File: config.mk
export PLATFORM = sky130hd
export DESIGN_NAME = write_unlock
export DESIGN_NICKNAME = d
export VERILOG_FILES = /design/src/rtl/unlock_pkg.sv /design/src/rtl/unlock_dp.sv /design/src/rtl/unlock_ctrl.sv /design/src/rtl/write_unlock.sv
export SDC_FILE = /design/constraint.sdc
export NUM_CORES = 1
export LEC_CHECK = 0
export BUFFER_PORTS_ARGS = -buffer_cell sky130_fd_sc_hd__buf_2
export CORE_MARGIN = 5
export CORE_UTILIZATION = 48
export CTS_CLUSTER_SIZE = 12
export DETAILED_ROUTE_END_ITERATION = 10
export PLACE_DENSITY = 0.77
export SYNTH_ARGS = -nofsm -noshare
export SYNTH_HDL_FRONTEND = slang
export SYNTH_SLANG_ARGS = --single-unit
File: constraint.sdc
create_clock -name clk -period 2 [get_ports clk]
set_input_delay 0 -clock clk [delete_from_list [all_inputs] [get_ports clk]]
set_output_delay 0 -clock clk [all_outputs]
set_load 0.01 [all_outputs]
File: src/rtl/unlock_pkg.sv
package unlock_pkg;

  typedef enum logic [2:0] {
    ST_LOCKED,
    ST_STEP1,
    ST_STEP2,
    ST_OPEN,
    ST_BUSY
  } lockState_t;

  typedef struct packed {
    logic storeNow;
    logic discardNow;
    logic clearCount;
    logic openLevel;
  } dpStrobe_t;

endpackage

File: src/rtl/unlock_dp.sv
module unlock_dp
  import unlock_pkg::*;
#(
  parameter int ADDR_W     = 15,
  parameter int DATA_W     = 8,
  parameter int PAGE_BYTES = 64,
  parameter int STEPS      = 3,
  parameter logic [STEPS*ADDR_W-1:0] KEY_ADDR = {15'h5555, 15'h2AAA, 15'h5555},
  parameter logic [STEPS*DATA_W-1:0] KEY_DATA = {8'hA0, 8'h55, 8'hAA}
) (
  input  logic              clk,
  input  logic              rstN,
  input  logic [ADDR_W-1:0] byteAddr,
  input  logic [DATA_W-1:0] byteData,
  input  dpStrobe_t         strobe,
  output logic [STEPS-1:0]  stepHit,
  output logic              pageFull,
  output logic              writeOk,
  output logic              storeStb,
  output logic              discardStb
);

  localparam int CNT_W = $clog2(PAGE_BYTES + 1);
  localparam logic [CNT_W-1:0] CNT_MAX = CNT_W'(PAGE_BYTES);

  logic [CNT_W-1:0] storedCount;

  // One comparator per step; step 0 sits in the low slice of each key vector.
  for (genvar s = 0; s < STEPS; s++) begin : g_step
    assign stepHit[s] = (byteAddr == KEY_ADDR[s*ADDR_W +: ADDR_W]) &&
                        (byteData == KEY_DATA[s*DATA_W +: DATA_W]);
  end

  assign pageFull = (storedCount == CNT_MAX);
  assign writeOk  = strobe.openLevel && !pageFull;

  always_ff @(posedge clk) begin
    if (!rstN) begin
      storedCount <= '0;
      storeStb    <= 1'b0;
      discardStb  <= 1'b0;
    end else begin
      storeStb   <= strobe.storeNow;
      discardStb <= strobe.discardNow;
      if (strobe.clearCount)
        storedCount <= '0;
      else if (strobe.storeNow)
        storedCount <= storedCount + 1'b1;
    end
  end

  a_r8_count_bound: assert property (@(posedge clk) disable iff (!rstN)
    storedCount <= CNT_MAX);

  a_r8_full_blocks: assert property (@(posedge clk) disable iff (!rstN)
    pageFull |=> !storeStb);

endmodule

File: src/rtl/unlock_ctrl.sv
module unlock_ctrl
  import unlock_pkg::*;
#(
  parameter int STEPS = 3
) (
  input  logic             clk,
  input  logic             rstN,
  input  logic             byteValid,
  input  logic             windowExpired,
  input  logic             progDone,
  input  logic [STEPS-1:0] stepHit,
  input  logic             pageFull,
  output dpStrobe_t        strobe
);

  lockState_t state, nextState;

  always_comb begin
    nextState = state;
    strobe    = '0;
    strobe.openLevel = (state == ST_OPEN);
    if (progDone) begin
      nextState = ST_LOCKED;
    end else begin
      case (state)
        ST_LOCKED: begin
          if (byteValid) begin
            if (stepHit[0]) nextState = ST_STEP1;
            else begin
              nextState         = ST_BUSY;
              strobe.discardNow = 1'b1;
            end
          end
        end
        ST_STEP1, ST_STEP2: begin
          if (windowExpired) begin
            // Partial sequence dropped; a byte now counts as a new first step.
            nextState = ST_LOCKED;
            if (byteValid) begin
              if (stepHit[0]) nextState = ST_STEP1;
              else begin
                nextState         = ST_BUSY;
                strobe.discardNow = 1'b1;
              end
            end
          end else if (byteValid) begin
            if ((state == ST_STEP1) ? stepHit[1] : stepHit[2]) begin
              nextState = (state == ST_STEP1) ? ST_STEP2 : ST_OPEN;
              strobe.clearCount = (state == ST_STEP2);
            end else begin
              nextState         = ST_BUSY;
              strobe.discardNow = 1'b1;
            end
          end
        end
        ST_OPEN: begin
          if (windowExpired) nextState = ST_BUSY;
          else if (byteValid && !pageFull) strobe.storeNow = 1'b1;
        end
        default: nextState = state;
      endcase
    end
  end

  always_ff @(posedge clk) begin
    if (!rstN) state <= ST_LOCKED;
    else       state <= nextState;
  end

  a_r2_open_entry: assert property (@(posedge clk) disable iff (!rstN)
    $rose(state == ST_OPEN) |-> $past(state == ST_STEP2 && byteValid && stepHit[2]));

  a_r6_expire_closes: assert property (@(posedge clk) disable iff (!rstN)
    (state == ST_OPEN && windowExpired && !progDone) |=> (state == ST_BUSY));

  a_r7_done_locks: assert property (@(posedge clk) disable iff (!rstN)
    progDone |=> (state == ST_LOCKED));

endmodule

File: src/rtl/write_unlock.sv
module write_unlock
  import unlock_pkg::*;
#(
  parameter int ADDR_W     = 15,
  parameter int DATA_W     = 8,
  parameter int PAGE_BYTES = 64
) (
  input  logic              clk,
  input  logic              rstN,
  input  logic              byteValid,
  input  logic [ADDR_W-1:0] byteAddr,
  input  logic [DATA_W-1:0] byteData,
  input  logic              windowExpired,
  input  logic              progDone,
  output logic              writeOk,
  output logic              storeStb,
  output logic              discardStb
);

  localparam int STEPS = 3;

  dpStrobe_t        strobe;
  logic [STEPS-1:0] stepHit;
  logic             pageFull;

  unlock_ctrl #(.STEPS(STEPS)) u_ctrl (
    .clk(clk), .rstN(rstN), .byteValid(byteValid),
    .windowExpired(windowExpired), .progDone(progDone),
    .stepHit(stepHit), .pageFull(pageFull), .strobe(strobe)
  );

  unlock_dp #(
    .ADDR_W(ADDR_W), .DATA_W(DATA_W), .PAGE_BYTES(PAGE_BYTES), .STEPS(STEPS),
    .KEY_ADDR({ADDR_W'(15'h5555), ADDR_W'(15'h2AAA), ADDR_W'(15'h5555)}),
    .KEY_DATA({DATA_W'(8'hA0), DATA_W'(8'h55), DATA_W'(8'hAA)})
  ) u_dp (
    .clk(clk), .rstN(rstN), .byteAddr(byteAddr), .byteData(byteData),
    .strobe(strobe), .stepHit(stepHit), .pageFull(pageFull),
    .writeOk(writeOk), .storeStb(storeStb), .discardStb(discardStb)
  );

  a_r9_exclusive: assert property (@(posedge clk) disable iff (!rstN)
    !(storeStb && discardStb));

  a_r9_store_cause: assert property (@(posedge clk) disable iff (!rstN)
    storeStb |-> $past(byteValid && writeOk));

  a_r9_discard_cause: assert property (@(posedge clk) disable iff (!rstN)
    discardStb |-> $past(byteValid));

  a_r4_discard_closed: assert property (@(posedge clk) disable iff (!rstN)
    discardStb |-> !writeOk);

endmodule

==> results.md <==
- EDFF count, synth: 0
- Ys flop type: dfxtp_1
- Final WL: 2.15 mm
- Sink Count: 12
- Worst-path fanout max: 9
- Fillers: 175
- Worst reg-to-reg path cell count: 5
- Worst Skew: 1.79 ps
- Largest net degree at the start of global routing: 10
- Largest area contributor in the netlist: dfxtp_1
- Num CTS Buffers: 3
- Setup crit end kind: register
- Arr. time, crit path: 2020 ps
- Setup Buffers After CTS: 0
- Pleak: 0.422 nW
- Core Area: 0.00175 mm²
- Asr flop ratio synth: 0%
- Die Span Y: 53.0 µm
- Number of synthesized register bits: 12
- Routability congestion estimate: 0.857
- Final nets: 169
- Via count: 914
- Worst rel slew slack: 68.7%
- Worst r2r src: u_ctrl.state[2]
- 1st-iter DRT viols: 24
- Die width: 53.0 µm
- Drt wl/cell: 13.2 µm
- Vias in the first global route: 889
- Int Pwr: 0.355 mW
- Synth cell count leaders: 12 x dfxtp_1, 12 x nor2_1, 11 x nand2_1, 6 x nor4bb_1
- All-Layer GR Usage: 17.1%
- First-pass GRT wire length: 3.59 mm
- Setup TNS: 0 ps
- Sw Share: 25.4%
- Clk network pwr share: 31.4%
- Post-Syn Area: 886 µm²
- # diodes: 0
- Peak supply drop: 0.272 mV
- Adder-Cell Fraction of Synth Area: 3.95%
- Area delta synth->final: 23.0%
- Post-synthesis area per instance: 8.44 µm²
- Worst-Margin Slew: 470 ps
- Sequential fraction of design power: 51.2%
- Initial Utilization: 50.8%
- TritonCTS clock tree: done
- Area after DPL: 0.00106 mm²
- Die area: 0.00280 mm²
- Syn_nets: 135
- WS Path Type: register to register
- Comb pwr share: 17.4%
- # Max-Cap Violations: 0
- Post-synth top area share: 27.1%
- Post-synthesis mux area share: 0%
- FMAX: 538 MHz
- Worst hold path class: input port to register
- Outcome: completed
- Final setup viols: 0
- XOR/XNOR Fraction of Synth Area: 6.92%
- Final Max Tran Viols: 0
- Crit. Startpoint: u_ctrl.state[2]
- Post-route design area: 0.00109 mm²
- Net switching power: 0.121 mW
- Hpwl dp: 1.77 mm
- Largest family of logic cells by synthesized area: simple AND/OR/NAND/NOR gates
- Longest Clk Path Bufs: 2
- Power Density: 437 mW/mm²
- Layout cells sized above 1: 31.4%
- Rows: 15
- Clk_lat worst skew: 270 ps
- Yosys cell types: 40
- Drt first pass iters: 4
- Synth Area in Compound Gates: 16.8%
- Hold Path Stages: 2
- Antenna violations before repair: 0
- H-tree levels: 1
- Post-synthesis sequential area ratio: 27.1%
- CP startpoint kind: register
- Unrepaired setup endpoints after global routing: no
- Final Hold Vio Count: 0
- Synth Warn #: 0
- Req. time, crit path: 2160 ps
- Synth Area in Simple Gates: 40.3%
- Final global-route overflow total: 0
- Vias per cell: 5.64
- CTS Root Buffer Type: clkbuf_4
- Buffers added on ports: 30
- Hold_sp: rstN
- Tmin final: 1860 ps
- Largest cells by area after synthesis: dfxtp_1 27%, nor4bb_1 6.8%, nor2_1 5.1%, xor2_1 4.9%, nand2_1 4.7%
- Clock slew at reported path FFs: 70 ps
- DRC viols: 0
- I/O pin count: 31
- Final period util: 93.0%
- ANT nets after route: 0
- Synth Instances: 105
## layout by cell type (no fill, tap or decap), types with 2 or more instances in the layout
cell       n
a21oi_1    4
nand3_1    3
nor4b_1    3
inv_1      4
clkbuf_4   3
buf_4      3
dfxtp_1   12
nor2_1    12
nand2_1   11
xor2_1     5
ha_1       2
nor3b_1    2
nor3_1     5
xnor2_1    2
nor4bb_1   6
buf_2     30
a31oi_1    2
or3_1      2
nand4_1    4
## final cells by class
| class | instances | area [µm²] | area share (%) |
|---|---|---|---|
| Clock buffer | 3 | 22.5 | 2.07 |
| Timing Repair Buffer | 33 | 173 | 15.8 |
| Sequential cell | 12 | 240 | 22.0 |
| Inverter | 4 | 15.0 | 1.38 |
| Multi-Input combinational cell | 85 | 608 | 55.8 |
| Tap cell | 25 | 31.3 | 2.87 |
## worst max-delay path, cell delays in order (launching register included)
cell and delay, ps:
dfxtp_1 340, or4b_4 580, a311oi_4 430, nand4_1 180, xor2_1 160, nor2_1 50
## kinds of logic after synthesis
kind of cell / count (synthesis)
simple gates: 59
compound gates: 16
flops: 12
buf+inv: 8
xor+xnor: 7
fa+ha+maj: 3
## state kept, by name, summed over array words and instances, names as in the netlist
register          cells
u_dp.storedCount      7
u_dp.discardStb       1
u_dp.storeStb         1
u_ctrl.state          3
## power groups by stage
stage | sequential (mW) | clock (mW) | combinational (mW)
5_1_grt | 0.244 | 0.165 | 0.0917
2_1_floorplan | 0.249 | 0 | 0.0442
3_3_place_gp | 0.249 | 0 | 0.0802
4_1_cts | 0.244 | 0.153 | 0.0827
3_5_place_dp | 0.249 | 0 | 0.0822
6_report | 0.244 | 0.149 | 0.0828
## path summary, 6_finish.rpt
kind	to	slack [ps]
worst min-delay path	u_dp.storeStb	4
worst max-delay path	u_dp.storedCount[4]	140
worst min register to register	u_dp.storedCount[5]	580
worst max register to register	u_dp.storedCount[4]	140
## metal layers
layer  share of wire (%)  vias up  track usage (%)
li1                    -      459                -
met2                  54       18             32.0
met4                0.70        0             3.83
met3                 4.8        4             6.20
met5                   0        -                0
met1                  40      433             17.9
## what timing repair did
item | 4_1_cts | 5_1_grt
hold buffers | 0 | 0
gates resized for setup | 0 | 1
endpoints found under the setup margin | 0 | 4
## per-stage QoR
step                      worst slack [ps]  cells  util (%)  hold slack (ps)  power, mW
after floorplan                        203    105         -              136      0.293
after global placement                 172    159      60.8              288      0.329
after detailed placement               128    159      60.8              291      0.331
after CTS                              105    162      62.1             5.14      0.479
after global routing                  21.9    162      62.4             19.0      0.500
final                                  140    162      62.4             4.10      0.476
(Power assumes the default switching activity.)
